===== config.mk =====
export PLATFORM = sky130hd
export DESIGN_NAME = pktseq_gen
export DESIGN_NICKNAME = d
export VERILOG_FILES = /design/src/rtl/pktseq_pkg.sv /design/src/rtl/pktseq_table.sv /design/src/rtl/pktseq_lenfit.sv /design/src/rtl/pktseq_walker.sv /design/src/rtl/pktseq_gen.sv
export SDC_FILE = /design/constraint.sdc
export NUM_CORES = 1
export LEC_CHECK = 0
export ABC_AREA = 1
export BUFFER_PORTS_ARGS = -buffer_cell sky130_fd_sc_hd__buf_2
export CAP_MARGIN = 10
export CELL_PAD_IN_SITES_DETAIL_PLACEMENT = 2
export CELL_PAD_IN_SITES_GLOBAL_PLACEMENT = 2
export CORE_ASPECT_RATIO = 0.75
export CORE_MARGIN = 3
export CORE_UTILIZATION = 40
export DETAILED_ROUTE_END_ITERATION = 8
export GPL_ROUTABILITY_DRIVEN = 0
export PLACE_DENSITY_LB_ADDON = 0.1
export REMOVE_ABC_BUFFERS = 1
export SYNTH_ARGS = -nofsm -noshare
export SYNTH_HDL_FRONTEND = slang
export SYNTH_HIERARCHICAL = 1
export SYNTH_SLANG_ARGS = --single-unit

===== constraint.sdc =====
create_clock -name clk -period 5 [get_ports clk]
set_input_delay 0.25 -clock clk [delete_from_list [all_inputs] [get_ports clk]]
set_output_delay 0.25 -clock clk [all_outputs]
set_load 0.05 [all_outputs]

===== src/rtl/pktseq_pkg.sv =====
package pktseq_pkg;

    localparam int ENT_W     = 31;   // schedule word width (bit 30 = low-power request)
    localparam int SLOTS     = 3;
    localparam int SLOT_W    = 10;
    localparam int N_LEN     = 8;
    localparam int LI_W      = $clog2(N_LEN);
    localparam int DT_W      = 6;
    localparam int LEN_W     = 16;
    localparam int LP_BIT    = 30;
    localparam int OVH_SYNC  = 10;
    localparam int OVH_BP    = 14;
    localparam int OVH_FP    = 8;
    localparam int FIX_LEN   = 15;
    localparam int SOL_BASE  = 8;

    typedef enum logic [1:0] {
        FMT_RGB24  = 2'd0,
        FMT_RGB18P = 2'd1,
        FMT_RGB16  = 2'd2,
        FMT_RGB18L = 2'd3
    } pix_fmt_e;

    typedef struct packed {
        logic            on;
        logic [DT_W-1:0] dtype;
        logic [LI_W-1:0] lidx;
    } slot_t;

    typedef struct packed {
        logic [DT_W-1:0]  dtype;
        logic [LEN_W-1:0] len;
        logic             lp;
    } cmd_t;

    function automatic slot_t get_slot(input logic [ENT_W-1:0] w, input int k);
        slot_t s;
        s.lidx  = w[k*SLOT_W +: LI_W];
        s.dtype = w[k*SLOT_W + LI_W +: DT_W];
        s.on    = w[k*SLOT_W + LI_W + DT_W];
        return s;
    endfunction

    // bytes = px * mul / div for the selected pixel format
    function automatic logic [LEN_W-1:0] scale_px(input pix_fmt_e f, input logic [LEN_W-1:0] px);
        logic [LEN_W+3:0] p;
        case (f)
            FMT_RGB16:  p = {4'd0, px} << 1;
            FMT_RGB18L: p = ({4'd0, px} * (LEN_W+4)'(9)) >> 2;
            default:    p = {4'd0, px} * (LEN_W+4)'(3);
        endcase
        return p[LEN_W-1:0];
    endfunction

    function automatic logic [LEN_W-1:0] sat_sub(input logic [LEN_W-1:0] a, input int b);
        return (a > LEN_W'(b)) ? a - LEN_W'(b) : '0;
    endfunction

    function automatic logic [LEN_W-1:0] sol_of(input pix_fmt_e f);
        return scale_px(f, LEN_W'(SOL_BASE));
    endfunction

endpackage


===== src/rtl/pktseq_table.sv =====
module pktseq_table
    import pktseq_pkg::*;
#(
    parameter int N_ENT = 12,
    parameter int AW    = $clog2(N_ENT)
) (
    input  logic             clk,
    input  logic             rst,
    input  logic             lock,
    input  logic             wr_en,
    input  logic [AW-1:0]    wr_addr,
    input  logic [ENT_W-1:0] wr_data,
    input  logic [AW-1:0]    rd_addr,
    output logic [ENT_W-1:0] rd_word
);

    logic [ENT_W-1:0] ent [N_ENT];

    for (genvar g = 0; g < N_ENT; g++) begin : g_ent
        always_ff @(posedge clk) begin
            if (rst)
                ent[g] <= '0;
            else if (!lock && wr_en && (int'(wr_addr) == g))
                ent[g] <= wr_data;
        end
    end

    always_comb begin
        rd_word = '0;
        if (int'(rd_addr) < N_ENT)
            rd_word = ent[rd_addr];
    end

endmodule


===== src/rtl/pktseq_lenfit.sv =====
module pktseq_lenfit
    import pktseq_pkg::*;
#(
    parameter int PX_W = 12
) (
    input  logic                        clk,
    input  logic                        rst,
    input  logic                        lock,
    input  logic [1:0]                  fmt,
    input  logic                        pulse_mode,
    input  logic [PX_W-1:0]             hsync_px,
    input  logic [PX_W-1:0]             hbp_px,
    input  logic [PX_W-1:0]             hact_px,
    input  logic [PX_W-1:0]             hfp_px,
    output logic [N_LEN-1:0][LEN_W-1:0] len_tab,
    output logic [LEN_W-1:0]            sol_dly
);

    pix_fmt_e                    f;
    logic [LEN_W-1:0]            sw, bp, ac, fp, bp_eff;
    logic [N_LEN-1:0][LEN_W-1:0] nxt;

    always_comb begin
        f      = pix_fmt_e'(fmt);
        sw     = scale_px(f, LEN_W'(hsync_px));
        bp     = scale_px(f, LEN_W'(hbp_px));
        ac     = scale_px(f, LEN_W'(hact_px));
        fp     = scale_px(f, LEN_W'(hfp_px));
        bp_eff = pulse_mode ? bp : bp + sw;
        nxt    = '0;
        nxt[1] = sat_sub(sw, OVH_SYNC);
        nxt[2] = sat_sub(bp_eff, OVH_BP);
        nxt[3] = ac;
        nxt[4] = sat_sub(fp, OVH_FP);
        nxt[6] = LEN_W'(FIX_LEN);
        nxt[7] = LEN_W'(FIX_LEN);
    end

    always_ff @(posedge clk) begin
        if (rst) begin
            len_tab <= '0;
            sol_dly <= '0;
        end else if (!lock) begin
            len_tab <= nxt;
            sol_dly <= sol_of(f);
        end
    end

endmodule


===== src/rtl/pktseq_walker.sv =====
module pktseq_walker
    import pktseq_pkg::*;
#(
    parameter int N_ENT = 12,
    parameter int AW    = $clog2(N_ENT)
) (
    input  logic                        clk,
    input  logic                        rst,
    input  logic                        en,
    input  logic                        line_strobe,
    input  logic [ENT_W-1:0]            word,
    input  logic [N_LEN-1:0][LEN_W-1:0] len_tab,
    output logic [AW-1:0]               ptr,
    output logic                        pend,
    output logic                        cmd_valid,
    input  logic                        cmd_ready,
    output cmd_t                        cmd
);

    logic       started, active;
    logic [1:0] slot;
    logic       found, more;
    int         pk;
    slot_t      sel;
    logic       out_free;
    logic [AW-1:0] ptr_nx;

    // first enabled slot at or after the current slot, and whether any follows it
    always_comb begin
        found = 1'b0;
        more  = 1'b0;
        pk    = 0;
        for (int k = 0; k < SLOTS; k++) begin
            if (!found && get_slot(word, k).on && (k >= int'(slot))) begin
                found = 1'b1;
                pk    = k;
            end
        end
        for (int k = 0; k < SLOTS; k++) begin
            if (found && (k > pk) && get_slot(word, k).on)
                more = 1'b1;
        end
        sel      = get_slot(word, pk);
        out_free = !cmd_valid || cmd_ready;
        ptr_nx   = (int'(ptr) == N_ENT - 1) ? '0 : ptr + AW'(1);
    end

    always_ff @(posedge clk) begin
        if (rst || !en) begin
            started   <= 1'b0;
            active    <= 1'b0;
            pend      <= 1'b0;
            ptr       <= '0;
            slot      <= '0;
            cmd_valid <= 1'b0;
            cmd       <= '0;
        end else begin
            if (cmd_valid && cmd_ready)
                cmd_valid <= 1'b0;
            if (!started) begin
                started <= 1'b1;
                active  <= 1'b1;
                ptr     <= '0;
                slot    <= '0;
            end else if (active) begin
                if (out_free) begin
                    if (found) begin
                        cmd_valid <= 1'b1;
                        cmd.dtype <= sel.dtype;
                        cmd.len   <= len_tab[sel.lidx];
                        cmd.lp    <= word[LP_BIT] && !more;
                        slot      <= 2'(pk + 1);
                    end else begin
                        active <= 1'b0;
                    end
                end
                if (line_strobe)
                    pend <= 1'b1;
            end else if (line_strobe || pend) begin
                ptr    <= ptr_nx;
                slot   <= '0;
                active <= 1'b1;
                pend   <= 1'b0;
            end
        end
    end

endmodule


===== src/rtl/pktseq_gen.sv =====
module pktseq_gen
    import pktseq_pkg::*;
#(
    parameter int N_ENT = 12,
    parameter int PX_W  = 12,
    localparam int AW   = $clog2(N_ENT)
) (
    input  logic             clk,
    input  logic             rst,
    input  logic             en,
    input  logic             line_strobe,
    input  logic             tbl_we,
    input  logic [AW-1:0]    tbl_addr,
    input  logic [ENT_W-1:0] tbl_data,
    input  logic [1:0]       fmt,
    input  logic             pulse_mode,
    input  logic [PX_W-1:0]  hsync_px,
    input  logic [PX_W-1:0]  hbp_px,
    input  logic [PX_W-1:0]  hact_px,
    input  logic [PX_W-1:0]  hfp_px,
    output logic             cmd_valid,
    input  logic             cmd_ready,
    output logic [DT_W-1:0]  cmd_dtype,
    output logic [LEN_W-1:0] cmd_len,
    output logic             cmd_lp,
    output logic [LEN_W-1:0] sol_delay
);

    logic [ENT_W-1:0]            w_word;
    logic [AW-1:0]               w_ptr;
    logic                        w_pend;
    logic [N_LEN-1:0][LEN_W-1:0] w_len;
    cmd_t                        w_cmd;

    pktseq_table #(.N_ENT(N_ENT), .AW(AW)) u_tbl (
        .clk(clk), .rst(rst), .lock(en),
        .wr_en(tbl_we), .wr_addr(tbl_addr), .wr_data(tbl_data),
        .rd_addr(w_ptr), .rd_word(w_word)
    );

    pktseq_lenfit #(.PX_W(PX_W)) u_len (
        .clk(clk), .rst(rst), .lock(en),
        .fmt(fmt), .pulse_mode(pulse_mode),
        .hsync_px(hsync_px), .hbp_px(hbp_px), .hact_px(hact_px), .hfp_px(hfp_px),
        .len_tab(w_len), .sol_dly(sol_delay)
    );

    pktseq_walker #(.N_ENT(N_ENT), .AW(AW)) u_walk (
        .clk(clk), .rst(rst), .en(en), .line_strobe(line_strobe),
        .word(w_word), .len_tab(w_len),
        .ptr(w_ptr), .pend(w_pend),
        .cmd_valid(cmd_valid), .cmd_ready(cmd_ready), .cmd(w_cmd)
    );

    assign cmd_dtype = w_cmd.dtype;
    assign cmd_len   = w_cmd.len;
    assign cmd_lp    = w_cmd.lp;

endmodule


-- Yosys cells after proc, flatten, opt, wreduce, memory -nomap -nowiden
Memory sizes are Yosys's and may differ from the RTL's. A register that Yosys moved wholly into a read port is not among the register bits.
Index checks and enable logic that the tools add are counted.
Widths: inputs -> output; s select.
- mux-type cells: 91
- add/sub/neg operators: 7
- $lt $le $gt $ge: 11
- shift operators: 2
- multiply operators: 9
- equality and inequality tests: 17
- bitwise gates (word level): 14
- div/mod/pow operators: 0
- reduce and logical (&&, ||, !) cells: 41
- operator list (operator ; number):
    $mux 31 ; 13
    $pmux 14 s2 ; 4
    $mux 16 ; 5
    $mul 12x4->16 const B ; 4
    $mux 1 ; 59
    $mul 12x2->14 const B ; 4
    $bmux 16 s3 ; 1
    $eq 4x4->1 const B ; 9
    $add 32x3->32 const B ; 1
    $gt 16x4->1 const B ; 2
    $shiftx 31x32->3 ; 1
    $shiftx 31x32->6 ; 1
    $sub 16x4->16 const B ; 2
    $logic_and 1x1->1 ; 26
    $add 16x16->16 ; 1
    $sub 14x4->15 const B ; 1
    $gt 14x4->1 const B ; 1
    $mux 4 ; 3
    $or 1x1->1 ; 12
    $mux 2 ; 5
    $eq 4x3->1 const B ; 2
    $pmux 4 s2 ; 1
    $ne 2x2->1 const B ; 3
    $reduce_and 3->1 ; 2
    19 further kinds ; 29
- word-level logic and storage cells: 208
- memories kept: 1
- bits in latches: 0
- output and inout bits: 40
- memory bits (writable): 372
- bits in read-only memories: 0
- input port bits: 92
- bits in registers: 114
- memory list (name ; depth ; width ; read ports ; clocked after Yosys merged registers in ; wr ports ; RTL line ; text):
    u_tbl.ent ; 12 ; 31 ; 1 ; 1 ; 12 ; pktseq_table.sv:17 ; logic [ENT_W-1:0] ent [N_ENT];

-- Longest topological paths before layout
Gate-level depths: netlist of run 1.
- word-level depth: 20
- gate-level depth with buffers: 30
- gate-level depth less buffers: 30

-- By module
The synthesis of run 1 kept the hierarchy.
- modules (own cells, without submodules) (module ; area each (um^2) ; seq. area each (um^2) ; cells an instance ; times used):
    pktseq_table ; 16896.2 ; 11170.7 ; 1718 ; 1
    pktseq_lenfit ; 10258.6 ; 1301.2 ; 1700 ; 1
    pktseq_walker ; 3384.5 ; 660.6 ; 616 ; 1

-- Least setup slack after synthesis of run 1
OpenSTA, ideal clock, no wires.
- kind: input-to-reg
- start point: input port hsync_px[1]
- end point: register u_len/len_tab[41] (netlist bit)
- stages: 26
- arrival: 3.389 ns
- data required time: 4.888 ns
- slack: 1.499 ns
- path buffers: 1
- setup time: 0.112 ns
- path through: ha_1 > ha_1 > fa_1 > nand3_1 > nand3_1 > nand2_1 > nand3_1 > nand3_1 > nand2_1 > inv_1 > nand2_1 > ha_1 > inv_1 > nor3_1 > nand3_1 > nand4_1 > nand2_1 > nand2_1 > nand2_1 > nor2_1 > nand2_1 > nor2_2 > nor2_4 > buf_6 > nand2_1 > nand2_1
- word-level cells in the longest chain between the ends: 6
- elaborated cells between the ends (all ways): 8
- those cells by class: add/sub: 2; mul: 2; order compare: 1; mux: 3
- RTL lines (element ; RTL line ; text):
    start: declaration ; pktseq_gen.sv:17 ; input logic [PX_W-1:0] hsync_px,
    $mul 12x4->16 / $mul 12x2->14 (equally long branches) ; pktseq_pkg.sv:49, pktseq_pkg.sv:50 ;
    $pmux 14 s2 * ; pktseq_pkg.sv:47 ; case (f)
    $add 16x16->16 * ; pktseq_lenfit.sv:29 ; bp_eff = pulse_mode ? bp : bp + sw;
    $mux 16 * ; pktseq_lenfit.sv:29 ;
    $sub 16x4->16 / $gt 16x4->1 (equally long branches) ; pktseq_pkg.sv:56 ; return (a > LEN_W'(b)) ? a - LEN_W'(b) : '0;
    $mux 16 * ; pktseq_pkg.sv:56 ;
    end signal: assignment ; pktseq_lenfit.sv:44 ; len_tab <= nxt;
    end: declaration ; pktseq_lenfit.sv:15 ; output logic [N_LEN-1:0][LEN_W-1:0] len_tab,
Every way passes the cells marked *; elsewhere a longest branch is shown, timed or not.
A chain may end at the register's enable or synchronous reset.

-- Worst setup path after layout of run 1
- start point: register u_walk.ptr[0]
- end point: register u_walk/cmd[15] (netlist bit)
- elaborated cells between the ends (all ways): 19
- those cells by class: mul: 1; order compare: 1; shift: 1; mux: 8; reduce/logical: 8
- RTL lines (element ; RTL line ; text):
    start: declaration ; pktseq_walker.sv:13 ; output logic [AW-1:0] ptr,
    start signal: assignment ; pktseq_walker.sv:80 ; ptr <= ptr_nx;
    $lt 4x4->1 * ; pktseq_table.sv:30 ; if (int'(rd_addr) < N_ENT)
    $mux 31 * ; pktseq_table.sv:30 ;
    net w_word[19] ; pktseq_gen.sv:29 ; logic [ENT_W-1:0] w_word;
    $logic_and 1x1->1 (2 in a row) ; pktseq_walker.sv:34 ; if (!found && get_slot(word, k).on && (k >= int'(slot))) begin
    $mux 1 ; pktseq_walker.sv:34 ;
    $logic_not 1->1 ; pktseq_walker.sv:34 ;
    $logic_and 1x1->1 (2 in a row) ; pktseq_walker.sv:34 ;
    $mux 2 ; pktseq_walker.sv:34 ;
    $mul 2x3->5 ; pktseq_pkg.sv:38 ; s.lidx = w[k*SLOT_W +: LI_W];
    $shiftx 31x32->3 ; pktseq_pkg.sv:38 ;
    $bmux 16 s3 ; pktseq_walker.sv:70 ; cmd.len <= len_tab[sel.lidx];
    $mux 16 (implied by the code) ; pktseq_walker.sv:70 ;
    end: declaration ; pktseq_walker.sv:17 ; output cmd_t cmd
Mark *: on every way through the listed nets, which the timed path passes. The rest lies on a longest branch. The select of a mux whose other input is x is not followed.

==> results of run 1 <==
[registers in the layout, summed over array words and instances (netlist names)]
signal / cells
u_walk/active: 1
u_len/len_tab: 62
u_len/sol_dly: 3
u_walk/cmd_valid: 1
u_walk/started: 1
u_walk/ptr: 4
u_walk/pend: 1
u_walk/slot: 2
u_tbl/ent: 372
u_walk/cmd: 23
[power groups by stage]
| stage | Sequential [W] | Combinational, W | Clock (W) |
|---|---|---|---|
| floorplan | 0.00460 | 0.00151 | 0 |
| finish | 0.00453 | 0.00236 | 0.00366 |
| global route | 0.00455 | 0.00264 | 0.00386 |
| detailed placement | 0.00461 | 0.00231 | 0 |
| global placement | 0.00460 | 0.00225 | 0 |
| CTS | 0.00454 | 0.00234 | 0.00371 |
[per-stage QoR]
step	total power (W)	setup TNS, ns	worst slack, ns	std cells
5_1_grt	0.0111	0	0.509	5105
3_5_place_dp	0.00693	0	0.763	5013
4_1_cts	0.0106	0	0.905	5105
6_report	0.0106	0	0.857	5105
2_1_floorplan	0.00610	-80.25	-3.35	3815
3_3_place_gp	0.00685	0	0.817	5013
[worst max-delay path: cells and delay by family (launching register included)]
kind            cells  cell delay [ns]
compound gates      1             0.06
simple gates       15             2.35
flops               1             0.51
buf+inv             3             1.01
[synth_stat cells (4+ instances only)]
cell and n:
buf_2 60, nor2_1 564, o21ai_1 18, o211ai_1 8, edfxtp_1 372, a31oi_1 11, clkbuf_1 74, buf_6 37
buf_4 101, nand3b_1 11, buf_1 14, nor2_2 12, xor2_1 22, o21ai_0 120, or2_1 4, o22ai_1 4
nor3_1 10, nand2_4 6, fa_1 9, a21oi_1 109, nand2_2 18, inv_2 15, inv_1 405, nand4_1 35
nand3_1 585, or2_2 8, o21ai_2 15, nand2_1 1092, o21bai_1 6, ha_1 139, dfxtp_1 98, xnor2_1 12
[repair_timing]
item	4_1_cts	5_1_grt
resized for setup	0	0
hold buffers	4	0
endpoints found under the hold margin	4	0
endpoints found under the setup margin	0	0
[worst min-delay path by stage]
stage	start	end	slack (ns)	cells past startpoint
5_1_grt	en	u_len/len_tab[78]$_SDFFE_PP0N_	0.04	3
4_1_cts	hact_px[3]	u_len/len_tab[52]$_SDFFE_PP0N_	0.02	3
3_5_place_dp	u_len/len_tab[78]$_SDFFE_PP0N_	u_len/len_tab[78]$_SDFFE_PP0N_	0.44	2
2_1_floorplan	rst	u_len/len_tab[30]$_SDFFE_PP0N_	0.32	1
3_3_place_gp	u_len/len_tab[30]$_SDFFE_PP0N_	u_len/len_tab[30]$_SDFFE_PP0N_	0.43	2
6_report	en	u_len/len_tab[78]$_SDFFE_PP0N_	0.04	3
[layout make-up]
cell class | instances | area [µm²]
Timing Repair Buffer | 179 | 1100
Sequential cell | 470 | 13100
Clock buffer | 74 | 1400
Inverter | 422 | 1590
Clock inverter | 14 | 150
Fill cell | 8869 | 42400
Tap cell | 1023 | 1280
Multi-Input combinational cell | 2923 | 14400
[layer usage]
metal,up-vias,share of wire [%],global-route usage [%]
met5,-,0,0
li1,13000,-,-
met4,0,1.4,4.77
met3,106,5.2,2.47
met1,14300,49,43.3
met2,715,45,46.9
[kinds of logic (layout without fill, tap and decap cells)]
family	count (synthesis)	after routing	synth area share, %
simple gates	2361	2361	32.9
fa+ha+maj	148	148	6.28
other cells	1	71	0.0123
xor+xnor	34	34	0.975
flops	470	470	43.0
compound gates	309	309	5.69
buf+inv	711	689	11.2
==> metrics.md, run 1 <==
| Metric | Value |
|---|---|
| Cell row count | `87` |
| RR Endpoint | `u_walk/cmd[15]$_SDFFE_PN0P_` |
| Clock slew at reported path FFs | `0.06 ns` |
| Die area | `79700 µm²` |
| Seq pwr share | `42.9%` |
| Finished Cell Area | `33000 µm²` |
| Endpoints failing setup | `0` |
| Final critical-path required period | `4.14 ns` |
| Critical Path RT | `5.46 ns` |
| Area after DPL | `31400 µm²` |
| Post-synth ARST share | `0%` |
| Final-stage net count | `4286` |
| Critical Path Max Stage Delay | `0.56 ns` |
| Worst r2r src | `u_walk/ptr[0]$_SDFFE_PP0P_` |
| TritonCTS buffer count | `50` |
| DRT iter0 DRCs | `2075` |
| Max-slew headroom | `18.4%` |
| CP Max Fanout | `73` |
| Sw frac | `32.6%` |
| Port bufs | `118` |
| Worst r2r path cells | `19` |
| Worst EP arrival | `4.60 ns` |
| Syn_area_per_cell | `7.57 µm²` |
| Crit. Startpoint | `u_walk/ptr[0]$_SDFFE_PP0P_` |
| Grt total ovfl | `0` |
| Syn Std Cell Area | `30500 µm²` |
| Final hold slack | `0.0404 ns` |
| Commonest non-fill, non-tap cells in the layout | `nand2_1, nand3_1, nor2_1, inv_1, edfxtp_1` |
| Ports | `132` |
| Post-CTS Setup Bufs | `0` |
| EDFF count, synth | `372` |
| Int Power | `0.00711 W` |
| F_max | `0.241 GHz` |
| Synth warnings | `6` |
| Die Height | `245 µm` |
| H-tree depth | `2` |
| Setup crit end kind | `flip-flop` |
| Vias in the first global route | `29600` |
| Hold Fails Final Rpt | `0` |
| RSZ-0062 raised after global routing | `no` |
| Most common cell after layout, fill and taps aside | `nand2_1` |
| Drt wl/cell | `23.0 µm` |
| Routed Antenna Nets | `0` |
| Worst Setup Path Type | `reg -> reg` |
| CP endpoint | `u_walk/cmd[15]$_SDFFE_PN0P_` |
| Synth cell types | `59` |
| CTS tree | `yes` |
| Cell chain of the critical path | `inv_6 > nand2_1 > nand3_1 > nand3_1 > nand2_1 > nand2_1 > nand2_1 > inv_1 > nor2_2 > nand2_4 > nand3_4 > nand2_2 > nand2_2 > buf_4 > nand2_1 > nand3_1 > nand3_1 > nand2_1 > a21oi_2` |
| Worst Skew | `0.0303 ns` |
| CTS sink cnt | `470` |
| Status | `finished clean` |
| DR vias | `28100` |
| HP Class | `in -> reg` |
| Worst setup SP type | `flip-flop` |
| Sw Pwr | `0.00344 W` |
| Final Routed Wirelength | `117000 µm` |
| Area Overhead vs Synth | `8.12%` |
| Flop2flop setup slack | `0.86 ns` |
| First-pass GRT wire length | `181000 µm` |
| Post-synth top area cell | `edfxtp_1` |
| GRT Util Overall | `29.1%` |
| Initial Utilization | `40.5%` |
| Post-synthesis cell count | `4034` |
| Util after Layout | `43.8%` |
| FF+latch count, synth | `470` |
| Clock Latency Late Sink | `0.62 ns` |
| Worst-Margin Slew | `1.22 ns` |
| TritonRoute pass-1 iters | `5` |
| Ant. Diodes | `0` |
| Core ar. | `75400 µm²` |
| Clk pwr share | `34.7%` |
| Crit share post-route | `82.9%` |
| Post-detailed-route DRC marker count | `0` |
| Gate power share | `22.4%` |
| Top cell type's share of synthesized area | `36.6%` |
| Worst vdd ir | `0.227 mV` |
| Initial antenna violation count | `1` |
| Slew Limit Fails | `0` |
| Most common flop cell mapped by yosys | `edfxtp_1` |
| Largest net degree at the start of global routing | `80` |
| Max clock buf depth | `3` |
| Ratio of cells with drive above 1 in the final layout | `8.92%` |
| Sequential-to-total area share from yosys stat | `43.0%` |
| Pwr dens | `320 nW/µm²` |
| Max_cap viols | `0` |
| Synth top area cells | `edfxtp_1, nand2_1, nand3_1, nor2_1, dfxtp_1` |
| Hpwl dp | `79400 µm` |
| Worst path slowest cell | `inv_6` |
| Vias per cell | `5.50` |
| Crit path top cell by count | `nand2_1` |
| Root Driver | `clkbuf_16` |
| P_leak | `14.8 nW` |
| Die X-Extent | `325 µm` |
(Power assumes the default switching activity.)
==> inputs of run 2 (changes only) <==
--- a/config.mk
+++ b/config.mk
@@ -12,7 +12,7 @@
 export CELL_PAD_IN_SITES_GLOBAL_PLACEMENT = 2
 export CORE_ASPECT_RATIO = 0.75
 export CORE_MARGIN = 3
-export CORE_UTILIZATION = 40
+export CORE_UTILIZATION = 34
 export DETAILED_ROUTE_END_ITERATION = 8
 export GPL_ROUTABILITY_DRIVEN = 0
 export PLACE_DENSITY_LB_ADDON = 0.1
==> constraint.sdc (replaced) <==
create_clock -name clk -period 3.8 [get_ports clk]
set_input_delay 0.19 -clock clk [delete_from_list [all_inputs] [get_ports clk]]
set_output_delay 0.19 -clock clk [all_outputs]
set_load 0.05 [all_outputs]
==> run 2 against run 1 <==
  * Final cell count grew 6.9%
  * Final area grew 5.3%
  * Via count grew 0.21%
  * Combinational power grew 49%
  * Maximum frequency grew 17%
  * Die area grew 17%
  * Critical path depth shrank 1
  * Global-route usage shrank 3.9 points
  * Flip-flop and latch count is the same
  * Register-to-register slack lost 0.60 ns
  * Count of clock-buffer cells in the layout grew 2
  * Wire length grew 2.2%
==> metrics.md, run 2 (same netlist as run 1, synthesis figures left out) <==
| Metric | Value |
|---|---|
| Max reg flops | `372` |
| Fill count | `10400` |
| Largest net degree at the start of global routing | `86` |
| Worst vdd ir | `0.342 mV` |
| Clock Latency Late Sink | `0.63 ns` |
| HP Class | `in -> reg` |
| Die area | `93500 µm²` |
| Hpwl dp | `82800 µm` |
| Worst EP arrival | `4.07 ns` |
| Worst setup SP type | `flip-flop` |
| Root Driver | `clkbuf_16` |
| Core ar. | `88300 µm²` |
| Final Routed Wirelength | `120000 µm` |
| CTS tree | `yes` |
| Status | `finished clean` |
| Final-stage net count | `4453` |
| Ratio of cells with drive above 1 in the final layout | `12.6%` |
| Slew Limit Fails | `0` |
| Grt total ovfl | `0` |
| Drt wl/cell | `22.0 µm` |
| TritonCTS buffer count | `55` |
| Setup crit end kind | `flip-flop` |
| Finished Cell Area | `34800 µm²` |
| Critical Path RT | `4.32 ns` |
| Cell row count | `94` |
| Area Overhead vs Synth | `13.8%` |
| DR vias | `28100` |
| Clock slew at reported path FFs | `0.06 ns` |
| Endpoints failing setup | `0` |
| F_max | `0.282 GHz` |
| Hold Fails Final Rpt | `0` |
| Pwr dens | `418 nW/µm²` |
| Worst Setup Path Type | `reg -> reg` |
| Max_cap viols | `0` |
| Initial antenna violation count | `2` |
| Vias in the first global route | `29600` |
| Crit share post-route | `93.4%` |
| Util after Layout | `39.4%` |
| Largest regs | `u_tbl/ent x372, u_len/len_tab x62, u_walk/cmd x23` |
| Final critical-path required period | `3.55 ns` |
| Max-slew headroom | `21.3%` |
| First-pass GRT wire length | `183000 µm` |
| Top reg by flops | `u_tbl/ent` |
| Multi-input gate area | `14400 µm²` |
| FF/Latch Area | `13100 µm²` |
| DRT iter0 DRCs | `1841` |
| CTS sink cnt | `470` |
| TritonRoute pass-1 iters | `6` |
| Area after DPL | `33000 µm²` |
| Worst Skew | `0.0521 ns` |
| CP Max Fanout | `18` |
| Commonest non-fill, non-tap cells in the layout | `nand2_1, nand3_1, nor2_1, inv_1, edfxtp_1` |
| Ports | `132` |
| Die X-Extent | `352 µm` |
| GRT Util Overall | `25.2%` |
| Initial Utilization | `34.6%` |
| Max clock buf depth | `3` |
| Worst-Margin Slew | `1.18 ns` |
| Vias per cell | `5.15` |
| Routed Antenna Nets | `0` |
| Port bufs | `118` |
| Most common cell after layout, fill and taps aside | `nand2_1` |
| P_leak | `15.7 nW` |
| Post-detailed-route DRC marker count | `0` |
| Die Height | `266 µm` |
| H-tree depth | `2` |
## run 2: final cells by class
| class | count | share of cell area (%) |
|---|---|---|
| Multi-Input combinational cell | 2923 | 41.3 |
| Sequential cell | 470 | 37.8 |
| Timing Repair Buffer | 341 | 7.06 |
| Inverter | 422 | 4.58 |
| Clock buffer | 76 | 4.36 |
| Tap cell | 1200 | 4.32 |
| Clock inverter | 26 | 0.533 |
| Antenna cell | 1 | 0.00720 |
## run 2: timing repair
action,4_1_cts,5_1_grt
setup endpoints to repair,0,2
hold buffers,6,0
hold endpoints to repair,6,0
gates resized for setup,0,2
setup buffers,0,0
## run 2: per-stage QoR
| step | setup slack (ns) | std cells | TNS (ns) | hold WS [ns] | total power, W |
|---|---|---|---|---|---|
| after global placement | -0.0571 | 5350 | -0.829 | 0.429 | 0.00945 |
| after floorplan | -4.55 | 3815 | -114.12 | 0.262 | 0.00803 |
| after global routing | -0.0181 | 5458 | -0.0239 | 0.0725 | 0.0153 |
| after CTS | 0.239 | 5458 | 0 | 0.0317 | 0.0147 |
| final | 0.252 | 5459 | 0 | 0.0555 | 0.0145 |
| after detailed placement | -0.252 | 5350 | -3.38 | 0.443 | 0.00954 |
## run 2: metal layers
| layer | track usage (%) | share of wire, % | vias to the layer above |
|---|---|---|---|
| met3 | 2.21 | 3.8 | 91 |
| met5 | 0 | 0 | - |
| met4 | 3.52 | 1.1 | 0 |
| met1 | 38.7 | 52 | 14200 |
| met2 | 39.3 | 43 | 476 |
| li1 | - | - | 13300 |
## run 2: path summary, 6_finish.rpt
path | from | to | slack (ns) | cells past startpoint
setup / recovery | u_walk/ptr[1]$_SDFFE_PP0P_ | u_walk/cmd[11]$_SDFFE_PN0P_ | 0.25 | 18
hold / removal | tbl_data[26] | u_tbl/ent[0][26]$_SDFFCE_PN0P_ | 0.06 | 3
setup reg to reg | u_walk/ptr[1]$_SDFFE_PP0P_ | u_walk/cmd[11]$_SDFFE_PN0P_ | 0.25 | 18
hold reg to reg | u_len/len_tab[78]$_SDFFE_PP0N_ | u_len/len_tab[78]$_SDFFE_PP0N_ | 0.45 | 2
## run 2: critical path: stages, from the launching register on
cell	delay, ns
dfxtp_4	0.36
clkinv_2	0.40
buf_4	0.33
nand3_1	0.09
nand3_1	0.08
nand2_1	0.11
nand2_1	0.07
nand2_1	0.19
inv_1	0.10
a21oi_4	0.26
nand3_4	0.19
nand2_2	0.16
nand2_2	0.21
buf_4	0.27
nand2_1	0.08
nand3_1	0.11
nand3_1	0.14
nand2_1	0.12
a21oi_1	0.14
## run 2: where the power goes
| part | leakage, nW | switching (W) | internal, W |
|---|---|---|---|
| Clock | 0.829 | 0.00228 | 0.00280 |
| Combinational | 10.5 | 0.00231 | 0.00121 |
| Sequential | 4.35 | 0.000110 | 0.00584 |
| Total | 15.7 | 0.00469 | 0.00985 |
